$ cat src/rtl/pnl_wr_pkg.sv
package pnl_wr_pkg;
  localparam int CFG_W    = 20;
  localparam int PH_W     = 4;
  localparam int EN_BIT   = 0;
  localparam int HOLD_LSB = 4;
  localparam int ACT_LSB  = 8;
  localparam int WRS_LSB  = 12;
  localparam int CSS_LSB  = 16;
  localparam logic [CFG_W-1:0] CFG_RST = 20'h00100;

  typedef enum logic [2:0] {
    PH_IDLE, PH_CSS, PH_WRS, PH_ACT, PH_HOLD
  } ph_e;

  typedef enum logic [1:0] {
    FR_IDLE, FR_RUN, FR_WAIT
  } fr_e;

  typedef struct packed {
    logic [PH_W-1:0] css;
    logic [PH_W-1:0] wrs;
    logic [PH_W-1:0] act;
    logic [PH_W-1:0] hold;
  } ph_cfg_t;
endpackage

$ cat src/rtl/pnl_wr_regs.sv
module pnl_wr_regs
  import pnl_wr_pkg::*;
(
  input  logic             clk,
  input  logic             rst,
  input  logic             cfg_we,
  input  logic [CFG_W-1:0] cfg_wdata,
  input  logic             trig_we,
  input  logic [1:0]       trig_wdata,
  input  logic             flag_clr,
  input  logic             frame_end,
  output logic             en_o,
  output ph_cfg_t          tim_o,
  output logic             trig_req_o,
  output logic             flag_o
);
  logic    en_q;
  ph_cfg_t tim_q;
  logic    flag_q;
  logic    unused_bits;

  assign unused_bits = ^cfg_wdata[HOLD_LSB-1:EN_BIT+1];

  always_ff @(posedge clk) begin
    if (rst) begin
      en_q       <= CFG_RST[EN_BIT];
      tim_q.css  <= CFG_RST[CSS_LSB  +: PH_W];
      tim_q.wrs  <= CFG_RST[WRS_LSB  +: PH_W];
      tim_q.act  <= CFG_RST[ACT_LSB  +: PH_W];
      tim_q.hold <= CFG_RST[HOLD_LSB +: PH_W];
    end else if (cfg_we) begin
      en_q       <= cfg_wdata[EN_BIT];
      tim_q.css  <= cfg_wdata[CSS_LSB  +: PH_W];
      tim_q.wrs  <= cfg_wdata[WRS_LSB  +: PH_W];
      tim_q.act  <= cfg_wdata[ACT_LSB  +: PH_W];
      tim_q.hold <= cfg_wdata[HOLD_LSB +: PH_W];
    end
  end

  // set wins over clear so that a frame end is never lost
  always_ff @(posedge clk) begin
    if (rst)            flag_q <= 1'b0;
    else if (frame_end) flag_q <= 1'b1;
    else if (flag_clr)  flag_q <= 1'b0;
  end

  assign en_o       = en_q;
  assign tim_o      = tim_q;
  assign flag_o     = flag_q;
  assign trig_req_o = trig_we & trig_wdata[0] & trig_wdata[1] & en_q;

  AST_FLAG_SET: assert property (@(posedge clk) disable iff (rst)
    frame_end |=> flag_q);
endmodule

$ cat src/rtl/pnl_wr_frame.sv
module pnl_wr_frame
  import pnl_wr_pkg::*;
#(
  parameter int DIM_W = 8
) (
  input  logic             clk,
  input  logic             rst,
  input  logic             trig_req,
  input  logic             en,
  input  ph_cfg_t          tim_i,
  input  logic [DIM_W-1:0] disp_w,
  input  logic [DIM_W-1:0] disp_h,
  input  logic             irq_en,
  input  logic             flag_i,
  input  logic             flag_clr,
  input  logic             word_taken,
  input  logic             ph_idle,
  output logic             go_o,
  output ph_cfg_t          tim_o,
  output logic             busy_o,
  output logic             frame_end_o
);
  localparam int CNT_W = 2 * DIM_W;

  fr_e              st_q;
  logic [CNT_W-1:0] left_q;
  ph_cfg_t          tim_q;
  logic             frame_end;

  assign frame_end = (st_q == FR_RUN) && (left_q == '0) && ph_idle;

  always_ff @(posedge clk) begin
    if (rst) begin
      st_q   <= FR_IDLE;
      left_q <= '0;
      tim_q  <= '0;
    end else begin
      unique case (st_q)
        FR_IDLE: if (trig_req) begin
          left_q <= CNT_W'(disp_w) * CNT_W'(disp_h);
          tim_q  <= tim_i;
          st_q   <= FR_RUN;
        end
        FR_RUN: begin
          if (word_taken) left_q <= left_q - CNT_W'(1);
          if (frame_end)  st_q   <= irq_en ? FR_WAIT : FR_IDLE;
        end
        FR_WAIT: if (flag_clr) st_q <= FR_IDLE;
        default: st_q <= FR_IDLE;
      endcase
    end
  end

  assign go_o        = (st_q == FR_RUN) && (left_q != '0) && en;
  assign tim_o       = tim_q;
  assign busy_o      = (st_q != FR_IDLE);
  assign frame_end_o = frame_end;

  AST_NO_OVERFLOW: assert property (@(posedge clk) disable iff (rst)
    word_taken |-> (left_q != '0));

  AST_WAIT_FLAG: assert property (@(posedge clk) disable iff (rst)
    (st_q == FR_WAIT) |-> flag_i);
endmodule

$ cat src/rtl/pnl_wr_phase.sv
module pnl_wr_phase
  import pnl_wr_pkg::*;
#(
  parameter int DW = 16
) (
  input  logic          clk,
  input  logic          rst,
  input  logic          go,
  input  ph_cfg_t       tim,
  input  logic          px_valid,
  input  logic [DW-1:0] px_data,
  output logic          px_ready,
  output logic          word_taken,
  output logic          idle_o,
  output logic          cs_n_o,
  output logic          wr_n_o,
  output logic [DW-1:0] db_o
);
  ph_e             ph_q, ph_d;
  logic [PH_W-1:0] cnt_q, cnt_d;
  logic [PH_W-1:0] act_eff;
  logic            cs_n_q, wr_n_q;
  logic [DW-1:0]   db_q;
  logic            take;

  assign act_eff  = (tim.act == '0) ? PH_W'(1) : tim.act;
  assign px_ready = (ph_q == PH_IDLE) && go;
  assign take     = px_ready && px_valid;

  always_comb begin
    ph_d  = ph_q;
    cnt_d = cnt_q;
    unique case (ph_q)
      PH_IDLE: if (take) begin
        if (tim.css != '0)      begin ph_d = PH_CSS; cnt_d = tim.css - PH_W'(1); end
        else if (tim.wrs != '0) begin ph_d = PH_WRS; cnt_d = tim.wrs - PH_W'(1); end
        else                    begin ph_d = PH_ACT; cnt_d = act_eff - PH_W'(1); end
      end
      PH_CSS: if (cnt_q != '0) cnt_d = cnt_q - PH_W'(1);
        else if (tim.wrs != '0) begin ph_d = PH_WRS; cnt_d = tim.wrs - PH_W'(1); end
        else                    begin ph_d = PH_ACT; cnt_d = act_eff - PH_W'(1); end
      PH_WRS: if (cnt_q != '0) cnt_d = cnt_q - PH_W'(1);
        else begin ph_d = PH_ACT; cnt_d = act_eff - PH_W'(1); end
      PH_ACT: if (cnt_q != '0) cnt_d = cnt_q - PH_W'(1);
        else if (tim.hold != '0) begin ph_d = PH_HOLD; cnt_d = tim.hold - PH_W'(1); end
        else                     ph_d = PH_IDLE;
      PH_HOLD: if (cnt_q != '0) cnt_d = cnt_q - PH_W'(1);
        else ph_d = PH_IDLE;
      default: ph_d = PH_IDLE;
    endcase
  end

  always_ff @(posedge clk) begin
    if (rst) begin
      ph_q   <= PH_IDLE;
      cnt_q  <= '0;
      cs_n_q <= 1'b1;
      wr_n_q <= 1'b1;
      db_q   <= '0;
    end else begin
      ph_q   <= ph_d;
      cnt_q  <= cnt_d;
      cs_n_q <= (ph_d == PH_IDLE);
      wr_n_q <= (ph_d != PH_ACT);
      if (take) db_q <= px_data;
    end
  end

  assign word_taken = take;
  assign idle_o     = (ph_q == PH_IDLE);
  assign cs_n_o     = cs_n_q;
  assign wr_n_o     = wr_n_q;
  assign db_o       = db_q;

  AST_WR_IN_CS: assert property (@(posedge clk) disable iff (rst)
    !wr_n_q |-> !cs_n_q);

  AST_DB_STABLE: assert property (@(posedge clk) disable iff (rst)
    (!cs_n_q && $past(!cs_n_q)) |-> $stable(db_q));
endmodule

$ cat src/rtl/pnl_wr_if.sv
module pnl_wr_if
  import pnl_wr_pkg::*;
#(
  parameter int DW    = 16,
  parameter int DIM_W = 8
) (
  input  logic             clk,
  input  logic             rst,
  input  logic             cfg_we,
  input  logic [19:0]      cfg_wdata,
  input  logic [DIM_W-1:0] disp_w,
  input  logic [DIM_W-1:0] disp_h,
  input  logic             trig_we,
  input  logic [1:0]       trig_wdata,
  input  logic             irq_en,
  input  logic             flag_clr,
  input  logic             px_valid,
  output logic             px_ready,
  input  logic [DW-1:0]    px_data,
  output logic             lcd_cs_n,
  output logic             lcd_wr_n,
  output logic [DW-1:0]    lcd_db,
  output logic             busy,
  output logic             done_flag,
  output logic             irq
);
  logic    en, trig_req, flag, frame_end, go, word_taken, ph_idle;
  ph_cfg_t tim_reg, tim_run;

  pnl_wr_regs u_regs (
    .clk(clk), .rst(rst), .cfg_we(cfg_we), .cfg_wdata(cfg_wdata),
    .trig_we(trig_we), .trig_wdata(trig_wdata), .flag_clr(flag_clr),
    .frame_end(frame_end), .en_o(en), .tim_o(tim_reg),
    .trig_req_o(trig_req), .flag_o(flag)
  );

  pnl_wr_frame #(.DIM_W(DIM_W)) u_frame (
    .clk(clk), .rst(rst), .trig_req(trig_req), .en(en), .tim_i(tim_reg),
    .disp_w(disp_w), .disp_h(disp_h), .irq_en(irq_en), .flag_i(flag),
    .flag_clr(flag_clr), .word_taken(word_taken), .ph_idle(ph_idle),
    .go_o(go), .tim_o(tim_run), .busy_o(busy), .frame_end_o(frame_end)
  );

  pnl_wr_phase #(.DW(DW)) u_phase (
    .clk(clk), .rst(rst), .go(go), .tim(tim_run), .px_valid(px_valid),
    .px_data(px_data), .px_ready(px_ready), .word_taken(word_taken),
    .idle_o(ph_idle), .cs_n_o(lcd_cs_n), .wr_n_o(lcd_wr_n), .db_o(lcd_db)
  );

  assign done_flag = flag;
  assign irq       = flag & irq_en;

  AST_NO_ISSUE_OFF: assert property (@(posedge clk) disable iff (rst)
    !en |-> !px_ready);
endmodule

$ cat config.mk
export PLATFORM = sky130hd
export DESIGN_NAME = pnl_wr_if
export DESIGN_NICKNAME = d
export VERILOG_FILES = /design/src/rtl/pnl_wr_pkg.sv /design/src/rtl/pnl_wr_regs.sv /design/src/rtl/pnl_wr_frame.sv /design/src/rtl/pnl_wr_phase.sv /design/src/rtl/pnl_wr_if.sv
export SDC_FILE = /design/constraint.sdc
export NUM_CORES = 1
export LEC_CHECK = 0
export BUFFER_PORTS_ARGS = -buffer_cell sky130_fd_sc_hd__clkbuf_2
export CAP_MARGIN = 5
export CORE_ASPECT_RATIO = 0.8
export CORE_MARGIN = 2
export CORE_UTILIZATION = 59
export CTS_CLUSTER_DIAMETER = 100
export DETAILED_ROUTE_END_ITERATION = 10
export GPL_TIMING_DRIVEN = 0
export PLACE_DENSITY_LB_ADDON = 0.1
export SETUP_SLACK_MARGIN = 0.3
export SYNTH_ARGS = -nofsm -noshare
export SYNTH_HDL_FRONTEND = slang
export SYNTH_SLANG_ARGS = --single-unit
$ cat constraint.sdc
create_clock -name clk -period 5.5 [get_ports clk]
set_input_delay 0.275 -clock clk [delete_from_list [all_inputs] [get_ports clk]]
set_output_delay 0.275 -clock clk [all_outputs]
set_load 0.01 [all_outputs]
==> out/qor.yml, run 1 <==
final_layout:
  antenna_cells: 0
  final_cell_mix: "clkbuf_2, dfxtp_1, nor2_1"
  nets: 940
  fin_area_sq_um: 6848
  drive_gt1_frac: 0.1368
  finish.utilization: 0.7038
  areaGrowthSynthToFinish_pct: 14.69
  fillers: 796
  final_common_cell: "clkbuf_2"
timing:
  hold_viol: 0
  setup_violations: 0
  slew_violations: 0
  skew_ps: 9.388
  worstMarginPinSlew_ps: 951.9
  fin_crit_sh: 0.8325
  whs_ps: 144.2
  period_needed_ps: 4579
  tns_ps: 0
  rsz0062_at_grt: "false"
  fmax_mhz: 218.4
  relSlewSlack: 0.3490
power:
  cellLeakagePower_nw: 3.062
  powerDensity_nw_per_um2: 311.8
  ir_worst_vdd_mv: 0.2011
worst_setup_path:
  crit_type: "input pin to flop"
  critPathCaptureType: "flop"
  required_ps: 5700
  arrival_ps: 4780
  cp-start-kind: "input pin"
  crit_fanout: 8
  reg2reg_to: "u_phase.cnt_q[3]"
  r2r_cells: 7
  r2r_setup_slack_ps: 2980
  startpoint: "disp_w[2]"
  reg2reg_from: "u_phase.cnt_q[0]"
clocking:
  htreeDepth: 3
  cts.sink_count: 77
  post_cts_buffers: 0
  cts_made_buffers: 9
  root_buffer: "clkbuf_16"
  ctsResizeCount: 0
  cts_buffer_depth: 2
  clk_latency_ps: 350
  cts.clk_slew.worst_paths_ps: 60
  cts_tree: "built"
  ctsHoldBuffers: 0
route:
  firstDrtPassIters: 5
  vias: 5421
  ant_nets: 0
  first_iter_violations: 392
  wl_per_cell_um: 16.20
  viasPerCell: 5.767
  drc: 0
  drt_wl_total_um: 15230
worst_hold_path:
  hold_class: "input pin to flop"
  holdCritStartpoint: "cfg_wdata[8]"
  holdPathStages: 2
  holdPathEnd: "u_regs.tim_o[4]"
global_routing:
  grt_max_degree: 17
  groute.usage.overall: 0.2986
  grt-ovfl-total: 0
  antenna_found_initial: 0
  grt_pass1_vias: 5243
  grt_pass1_wl_um: 25690
logic_synthesis:
  ys_warn_count: 0
  yosys_most_used_dff: "dfxtp_1"
  syn-num-nets: 851
  synth_edf_count: 0
  avgSynthCellArea_sq_um: 8.409
  ys_top_cells_by_area: "dfxtp_1, fa_1, ha_1"
  synth.distinct_cells: 64
  syn_inst: 710
  synth_top_cell_area_share: 0.2582
  ys_seq_elements: 77
  netlist_area_sq_um: 5971
  ys_async_sr_fraction: 0
  synth_area_leader_cell: "dfxtp_1"
  ys_seq_area_frac: 0.2582
die:
  start_util: 0.6137
  row_count: 32
  die_w_um: 116.5
  die_area_sq_um: 10950
  dieHeight_um: 93.98
  boundaryPins: 83
  core-area_sq_um: 9729
placed_design:
  place_congestion: 0.9106
  io_buffers: 78
  place_area_sq_um: 6531
  hpwl_um: 12100
status:
  outcome: "complete, no violations"
flow_run:
  max_cap_viol_count: 0
## routing by layer
| layer | vias to the layer above | share of wire | track usage |
|---|---|---|---|
| met5 | - | 0 | 0 |
| met4 | 0 | 0.0074 | 0.04762 |
| met3 | 13 | 0.079 | 0.07097 |
| met2 | 182 | 0.43 | 0.4520 |
| met1 | 2589 | 0.48 | 0.4401 |
| li1 | 2637 | - | - |
## how the worst max path moves through the flow
stage                    endpoint  slack, ps  depth (start not counted)
2_1_floorplan  u_frame.left_q[14]       1210                         13
6_report       u_frame.left_q[14]        920                         14
4_1_cts        u_frame.left_q[14]       1000                         14
3_5_place_dp   u_frame.left_q[14]        660                         14
3_3_place_gp   u_frame.left_q[14]        710                         14
5_1_grt        u_frame.left_q[14]        680                         14
## Yosys cell counts (2+ instances only)
| master | instances |
|---|---|
| a2111oi_0 | 2 |
| a211o_1 | 2 |
| a211oi_1 | 11 |
| a21o_1 | 3 |
| a21oi_1 | 51 |
| a22oi_1 | 8 |
| a311oi_1 | 2 |
| a31oi_1 | 9 |
| a32oi_1 | 2 |
| and2_1 | 54 |
| and3_1 | 6 |
| buf_1 | 3 |
| buf_2 | 3 |
| clkbuf_1 | 21 |
| dfxtp_1 | 77 |
| fa_1 | 36 |
| ha_1 | 44 |
| inv_1 | 61 |
| mux2i_1 | 35 |
| nand2_1 | 59 |
| nand2b_1 | 7 |
| nand3_1 | 6 |
| nand3b_1 | 4 |
| nand4_1 | 5 |
| nor2_1 | 73 |
| nor2b_1 | 5 |
| nor3_1 | 15 |
| nor3b_1 | 3 |
| nor4_1 | 5 |
| nor4_4 | 2 |
| o21a_1 | 6 |
| o21ai_0 | 24 |
| o22ai_1 | 7 |
| o31a_1 | 5 |
| o31ai_1 | 3 |
| o32ai_1 | 2 |
| or2_1 | 2 |
| or2_2 | 3 |
| or3_1 | 5 |
| or4_1 | 2 |
| xnor2_1 | 7 |
| xor2_1 | 8 |
## through the flow
| stage | worst slack (ps) | total power [W] | instances |
|---|---|---|---|
| after floorplan | 1214 | 0.001276 | 710 |
| after global placement | 709.3 | 0.001468 | 924 |
| after detailed placement | 663.9 | 0.001494 | 924 |
| after CTS | 998.9 | 0.002118 | 940 |
| after global routing | 680.5 | 0.002277 | 940 |
| final | 921.1 | 0.002135 | 940 |
## layout make-up
type / count / area [sq um] / share of cell area
inverters: 61 / 229.0 / 0.03344
clock inverters: 7 / 91.34 / 0.01334
clock buffers: 9 / 225.2 / 0.03289
flip-flops and latches: 77 / 1541 / 0.2251
well taps: 136 / 170.2 / 0.02485
plain buffers: 28 / 116.4 / 0.01699
repair buffers: 78 / 390.4 / 0.05701
multi-input cells: 544 / 4084 / 0.5964
## worst max-delay path, stage by stage
cell and delay, ps:
clkbuf_2 160, and2_1 210, fa_1 500, fa_1 530, fa_1 540, inv_1 50
fa_1 530, inv_1 40, ha_1 370, a2111oi_0 840, a211oi_1 240, o22ai_1 230
xor2_1 190, o22ai_1 80
## logic make-up after synthesis
family                   after synthesis  synth area share
flip-flops                            77            0.2582
AND/OR/NAND/NOR                      264            0.2305
AO/OA/AOI/OAI                        150            0.1599
XOR/XNOR                              15           0.02200
adder cells (fa/ha/maj)               80            0.2129
buffers and inverters                 89           0.05784
multiplexers                          35           0.05868
## registers in the layout (all words and copies together), names as in the netlist
register / cells
u_phase.wr_n_o: 1
u_frame.left_q: 16
u_phase.cs_n_o: 1
u_phase.db_o: 16
u_phase.cnt_q: 4
u_regs.tim_o: 16
u_frame.st_q: 2
u_regs.flag_o: 1
u_phase.ph_q: 3
u_regs.en_o: 1
u_frame.tim_o: 16
## power breakdown
part | switching (W) | internal, W | total, W
Sequential | 0.0000139 | 0.000577 | 0.000590
Combinational | 0.000551 | 0.000371 | 0.000922
Clock | 0.000260 | 0.000362 | 0.000622
No activity file was read; power rests on OpenSTA's default activity.
==> inputs of run 2 (changes only) <==
==> constraint.sdc (replaced) <==
create_clock -name clk -period 4.8 [get_ports clk]
set_input_delay 0.24 -clock clk [delete_from_list [all_inputs] [get_ports clk]]
set_output_delay 0.24 -clock clk [all_outputs]
set_load 0.01 [all_outputs]
==> run 2 against run 1 <==
Net effect:
- sequential power rose by 15%
- critical path depth increased by 2
- sequential cell count unchanged
- design area about the same
- highest routed layer unchanged
- cell count unchanged
- largest power group unchanged
- critical path type unchanged
==> out/qor.yml, run 2 (same netlist as run 1, synthesis figures left out) <==
status:
  outcome: "complete, no violations"  # unchanged
global_routing:
  groute.usage.overall: 0.2986  # unchanged
  grt-ovfl-total: 0  # unchanged
  grt_pass1_wl_um: 25690  # unchanged
  grt_pass1_vias: 5243  # unchanged
  grt_max_degree: 17  # unchanged
  antenna_found_initial: 0  # unchanged
placed_design:
  dp_slack_ps: -1.075  # was 663.9 ps
  place_congestion: 0.9106  # unchanged
  io_buffers: 78  # unchanged
  hpwl_um: 12100  # unchanged
  place_area_sq_um: 6531  # unchanged
  dp.cells: 924  # unchanged
final_layout:
  final_cell_mix: "clkbuf_2, dfxtp_1, nor2_1"  # unchanged
  drive_gt1_frac: 0.1381  # was 0.1368
  final_common_cell: "clkbuf_2"  # unchanged
  finalNonFillerCells: 940  # unchanged
  fin_area_sq_um: 6854  # was 6848 sq um
  antenna_cells: 0  # unchanged
  areaGrowthSynthToFinish_pct: 14.79  # was 14.69%
  nets: 940  # unchanged
  finish.utilization: 0.7045  # was 0.7038
route:
  firstDrtPassIters: 5  # unchanged
  vias: 5436  # was 5,421
  viasPerCell: 5.783  # was 5.767
  ant_nets: 0  # unchanged
  drc: 0  # unchanged
  wl_per_cell_um: 16.21  # was 16.20 um
  drt_wl_total_um: 15240  # was 15,230 um
  first_iter_violations: 410  # was 392
worst_setup_path:
  critPathCaptureType: "flop"  # unchanged
  crit_path_max_incr_delay_ps: 540  # was 840 ps
  arrival_ps: 4430  # was 4780 ps
  r2r_setup_slack_ps: 2250  # was 2980 ps
  reg2reg_to: "u_phase.cnt_q[3]"  # unchanged
  required_ps: 5000  # was 5700 ps
  reg2reg_from: "u_phase.cnt_q[0]"  # unchanged
  cp-start-kind: "input pin"  # unchanged
  crit_chain: "clkbuf_2 > nand2_1 > fa_1 > fa_1 > inv_1 > fa_1 > inv_1 > fa_1 > inv_1 > ha_1 > o211a_1 > a211oi_1 > a211oi_1 > o22ai_1 > xor2_1 > o22ai_1"  # was clkbuf_2 > and2_1 > fa_1 > fa_1 > fa_1 > inv_1 > fa_1 > inv_1 > ha_1 > a2111oi_0 > a211oi_1 > o22ai_1 > xor2_1 > o22ai_1
  crit_type: "input pin to flop"  # unchanged
  critical_path.top_delay_family: "adder cells"  # unchanged
  slowest_stage: "fa_1"  # was a2111oi_0
  crit_fanout: 8  # unchanged
  crit_top_cell: "fa_1"  # unchanged
  r2r_cells: 7  # unchanged
  cp_num_buf_inv: 4  # was 3
timing:
  relSlewSlack: 0.4190  # was 0.3490
  worstMarginPinSlew_ps: 869.7  # was 951.9 ps
  slew_violations: 0  # unchanged
  skew_ps: 10.00  # was 9.388 ps
  fmax_mhz: 236.4
  hold_viol: 0  # unchanged
  fin_ws_ps: 570.6  # was 921.1 ps
  fin_crit_sh: 0.8811
  rsz0062_at_grt: "false"  # unchanged
  period_needed_ps: 4229
  setup_violations: 0  # unchanged
clocking:
  cts_made_buffers: 9  # unchanged
  clk_latency_ps: 340  # was 350 ps
  htreeDepth: 3  # unchanged
  root_buffer: "clkbuf_16"  # unchanged
  cts.clk_slew.worst_paths_ps: 60  # about the same
  cts_buffer_depth: 2  # unchanged
  cts_tree: "built"  # unchanged
  cts.sink_count: 77  # unchanged
power:
  cellLeakagePower_nw: 3.064  # was 3.062 nW
  powerDensity_nw_per_um2: 357.6  # was 311.8 nW/um^2
  ir_worst_vdd_mv: 0.2299  # was 0.2011 mV
die:
  start_util: 0.6137  # unchanged
  die_area_sq_um: 10950  # unchanged
  die_w_um: 116.5  # unchanged
  boundaryPins: 83  # unchanged
  row_count: 32  # unchanged
  dieHeight_um: 93.98  # unchanged
  core-area_sq_um: 9729  # unchanged
worst_hold_path:
  holdPathStages: 2  # unchanged
  hold_class: "input pin to flop"  # unchanged
  holdPathEnd: "u_regs.tim_o[4]"  # unchanged
  holdCritStartpoint: "cfg_wdata[8]"  # unchanged
flow_run:
  max_cap_viol_count: 0  # unchanged
[run 2: cell count changes in the layout (fill, tap and decap cells not counted)]
cell / delta
a2111oi_0: -1
a2111oi_2: +1
[run 2: how the worst max path moves through the flow]
stage / to / slack, ps / depth (start not counted) / startpoint
global placement: u_frame.left_q[14] / 40 / 14 / disp_w[2]
CTS: u_frame.left_q[14] / 330 / 14 / disp_w[2]
floorplan: u_frame.left_q[14] / 550 / 13 / disp_w[2]
global route: u_frame.left_q[14] / 360 / 16 / disp_h[7]
detailed placement: u_frame.left_q[14] / -1 / 14 / disp_w[2]
finish: u_frame.left_q[14] / 570 / 16 / disp_w[0]
[run 2: worst reg2reg max path: stages, from the launching register on]
cell	delay [ps]
dfxtp_1	350
inv_1	120
ha_1	200
nor3b_1	730
a31oi_1	280
or4_1	530
o311ai_1	100
a21oi_1	110
[run 2: routing by layer]
metal / vias up / part of all wire / GRT usage
met5: - / 0 / 0
met4: 0 / 0.0077 / 0.04762
met3: 13 / 0.074 / 0.07097
met2: 178 / 0.43 / 0.4520
met1: 2606 / 0.48 / 0.4401
li1: 2639 / - / -
[run 2: cell type report]
class | instances | area (sq um)
Buffer | 28 | 116.4
Multi-Input combinational cell | 544 | 4090
Timing Repair Buffer | 78 | 390.4
Clock buffer | 9 | 225.2
Sequential cell | 77 | 1541
Inverter | 61 | 229.0
Fill cell | 794 | 2875
Clock inverter | 7 | 91.34
Tap cell | 136 | 170.2
[run 2: per-stage QoR]
step                      hold slack [ps]  power [W]  TNS [ps]
after floorplan                     362.4   0.001463         0
after global placement              440.4   0.001682         0
after detailed placement            442.6   0.001711    -1.075
after CTS                           105.6   0.002427         0
after global routing                107.5   0.002619         0
final                               112.0   0.002451         0
[run 2: repair_timing]
action / 4_1_cts / 5_1_grt
endpoints found under the setup margin: 0 / 2
hold buffers: 0 / 0
setup buffers: 0 / 0
gates resized for setup: 0 / 2
[run 2: report_power, final]
group          internal [W]  switching [W]  leakage [nW]
Sequential         0.000661      0.0000160         0.624
Clock              0.000415       0.000296         0.151
Combinational      0.000431       0.000633          2.29
Total               0.00151       0.000945          3.06
==> inputs of run 3 (changes only) <==
--- a/config.mk
+++ b/config.mk
@@ -5,6 +5,7 @@
 export SDC_FILE = /design/constraint.sdc
 export NUM_CORES = 1
 export LEC_CHECK = 0
+export ABC_AREA = 1
 export BUFFER_PORTS_ARGS = -buffer_cell sky130_fd_sc_hd__clkbuf_2
 export CAP_MARGIN = 5
 export CORE_ASPECT_RATIO = 0.8
==> run 3 against run 2 <==
Net effect:
- design area grew 3.5%
- fmax rose by 6.4%
- sequential power up 5.0%
- critical path depth rose by 2
- setup slack better by 250 ps
- sequential share of layout area shrank 0.76 points
- sequential cell count unchanged
- global-route usage down 2.5 points
- count of clock-buffer cells in the layout unchanged
==> out/qor.yml, run 3 <==
global_routing:
  grt_pass1_wl_um: 25210  # was 25,690 um
  grt.busiest_layer: "met1"  # was met2
  grt_use_met2: 0.3817  # was 0.4520
  grt_max_degree: 16  # was 17
  grt_use_met1: 0.4367  # was 0.4401
  antenna_found_initial: 0  # unchanged
  met3_usage: 0.05154  # was 0.07097
  grt-ovfl-total: 0  # unchanged
  groute.usage.overall: 0.2735  # was 0.2986
  grt_pass1_vias: 5278  # was 5,243
timing:
  hold_viol: 0  # unchanged
  rsz0062_at_grt: "false"  # unchanged
  skew_ps: 8.460  # was 10.00 ps
  worstMarginPinSlew_ps: 591.3  # was 869.7 ps
  slew_violations: 0  # unchanged
  period_needed_ps: 3976  # was 4229 ps
  fmax_mhz: 251.5  # was 236.4 MHz
  relSlewSlack: 0.6058  # was 0.4190
  fin_crit_sh: 0.8283  # was 0.8811
  fin_ws_ps: 824.0  # was 570.6 ps
  tns_ps: 0  # unchanged
  setup_violations: 0  # unchanged
route:
  drt_wl_total_um: 14840  # was 15,240 um
  wl_per_cell_um: 12.65  # was 16.21 um
  viasPerCell: 5.134  # was 5.783
  firstDrtPassIters: 5  # unchanged
  vias: 6022  # was 5,436
  first_iter_violations: 543  # was 410
  drc: 0  # unchanged
  ant_nets: 0  # unchanged
die:
  dieHeight_um: 96.24  # was 93.98 um
  die_area_sq_um: 11480  # was 10,950 sq um
  row_count: 33  # was 32
  start_util: 0.6079  # was 0.6137
  boundaryPins: 83  # unchanged
  die_w_um: 119.3  # was 116.5 um
  core-area_sq_um: 10320  # was 9729 sq um
logic_synthesis:
  ys_top_cells_by_area: "dfxtp_1, nand2_1, fa_1"  # was dfxtp_1, fa_1, ha_1
  synth_mux_area_frac: 0  # was 0.05868
  ys_top_cells_by_count: "nand2_1, inv_1, nor2_1, o21ai_0, dfxtp_1"  # was dfxtp_1, nor2_1, inv_1, nand2_1, and2_1
  ys_seq_area_frac: 0.2457  # was 0.2582
  synth_top_family_by_area: "simple AND/OR/NAND/NOR gates"  # unchanged
  synthXorXnorAreaFrac: 0.01675  # was 0.02200
  yosys.area_share.simple: 0.2652  # was 0.2305
  yosys_most_used_dff: "dfxtp_1"  # unchanged
  ys_seq_elements: 77  # unchanged
  syn-num-nets: 1095  # was 851
  ys_async_sr_fraction: 0  # unchanged
  synthAdderAreaFrac: 0.2026  # was 0.2129
  syn_inst: 954  # was 710
  netlist_area_sq_um: 6275  # was 5971 sq um
  yosysMostFrequentCell: "nand2_1"  # was dfxtp_1
  synth_top_cell_area_share: 0.2457  # was 0.2582
  avgSynthCellArea_sq_um: 6.577  # was 8.409 sq um
  synth_area_leader_cell: "dfxtp_1"  # unchanged
  ys_warn_count: 0  # unchanged
  synth_edf_count: 0  # unchanged
  synth-compound-area-share: 0.1302  # was 0.1599
  synth.distinct_cells: 41  # was 64
flow_run:
  max_cap_viol_count: 0  # unchanged
clocking:
  root_buffer: "clkbuf_16"  # unchanged
  cts_buffer_depth: 2  # unchanged
  htreeDepth: 3  # unchanged
  cts_made_buffers: 9  # unchanged
  cts.sink_count: 77  # unchanged
  cts_tree: "built"  # unchanged
  post_cts_buffers: 0  # unchanged
  cts.clk_slew.worst_paths_ps: 60  # about the same
  ctsResizeCount: 0  # unchanged
  ctsHoldBuffers: 0  # unchanged
  clk_latency_ps: 340  # about the same
worst_setup_path:
  required_ps: 5030  # was 5000 ps
  cp-start-kind: "input pin"  # unchanged
  crit_type: "input pin to flop"  # unchanged
  critPathCaptureType: "flop"  # unchanged
  critical_path.top_delay_family: "adder cells"  # unchanged
  crit_fanout: 8  # unchanged
  crit_top_cell: "fa_1"  # unchanged
  slowest_stage: "fa_1"  # unchanged
  crit_chain: "clkbuf_1 > nand2_1 > fa_1 > fa_1 > inv_1 > fa_1 > inv_1 > fa_1 > inv_1 > ha_1 > nand2_1 > nor2_1 > and2_1 > o21ai_0 > nand3_1 > nand2_1 > nor2_1 > nor2_1"  # was clkbuf_2 > nand2_1 > fa_1 > fa_1 > inv_1 > fa_1 > inv_1 > fa_1 > inv_1 > ha_1 > o211a_1 > a211oi_1 > a211oi_1 > o22ai_1 > xor2_1 > o22ai_1
  arrival_ps: 4200  # was 4430 ps
  crit_path_max_incr_delay_ps: 560  # was 540 ps
  cp_num_buf_inv: 4  # unchanged
power:
  cellLeakagePower_nw: 3.886  # was 3.064 nW
  powerDensity_nw_per_um2: 385.4  # was 357.6 nW/um^2
  ir_worst_vdd_mv: 0.2252  # was 0.2299 mV
final_layout:
  final_cell_mix: "nand2_1, inv_1, nor2_1"  # was clkbuf_2, dfxtp_1, nor2_1
  nets: 1169  # was 940
  antenna_cells: 0  # unchanged
  fillers: 932  # was 794
  final_common_cell: "nand2_1"  # was clkbuf_2
  drive_gt1_frac: 0.1016  # was 0.1381
  areaGrowthSynthToFinish_pct: 13.04  # was 14.79%
placed_design:
  io_buffers: 63  # was 78
  place_congestion: 0.8913  # was 0.9106
  hpwl_um: 11930  # was 12,100 um
  dp_slack_ps: 519.6  # was -1.075 ps
worst_hold_path:
  hold_class: "input pin to flop"  # unchanged
status:
  outcome: "complete, no violations"  # unchanged
==> run 3: cell type report <==
cell class	count	area, sq um	area share
Tap cell	140	175.2	0.02470
Timing Repair Buffer	63	315.3	0.04445
Inverter	189	709.4	0.1000
Sequential cell	77	1541	0.2173
Clock buffer	9	225.2	0.03175
Multi-Input combinational cell	651	3857	0.5438
Clock inverter	7	102.6	0.01446
Buffer	37	166.4	0.02346
==> run 3: stage by stage <==
step	hold WS, ps	cells	power (W)	util	cell area, sq um
after floorplan	320.9	954	0.001710	-	6275
after detailed placement	438.9	1157	0.001984	0.6554	6765
final	120.3	1173	0.002734	0.6872	7093
after global placement	434.5	1157	0.001972	0.6554	6765
after CTS	118.0	1173	0.002727	0.6872	7093
after global routing	131.8	1173	0.002973	0.6872	7093
==> run 3: kinds of logic (layout without fill, tap and decap cells) <==
family / Yosys count / after routing
adder cells (fa/ha/maj): 80 / 80
buffers and inverters: 226 / 305
XOR/XNOR: 12 / 12
AO/OA/AOI/OAI: 157 / 157
AND/OR/NAND/NOR: 402 / 402
flip-flops: 77 / 77
==> run 3: final timing paths <==
check | start | end | slack, ps | cells past startpoint
setup / recovery | disp_w[0] | u_frame.left_q[10] | 820 | 18
hold / removal | cfg_wdata[12] | u_regs.tim_o[8] | 120 | 3
setup reg to reg | u_frame.left_q[0] | u_frame.left_q[8] | 2900 | 11
hold reg to reg | u_phase.db_o[1] | u_phase.db_o[1] | 450 | 2
==> run 3: metal layers <==
metal  part of all wire  wire length [um]
met5                  0                 0
met4             0.0041                61
met3              0.085              1260
met2               0.38              5667
met1               0.53              7846
==> run 3: report_power, final <==
part	switching, W	leakage [nW]	internal, W
Sequential	0.0000274	0.627	0.000684
Clock	0.000277	0.157	0.000461
Combinational	0.000819	3.10	0.000465
Total	0.00112	3.89	0.00161
==> run 3: tightest hold or removal path: cells and delay by family <==
kind	cells	cell delay [ps]
simple gates	2	110
buf+inv	1	70
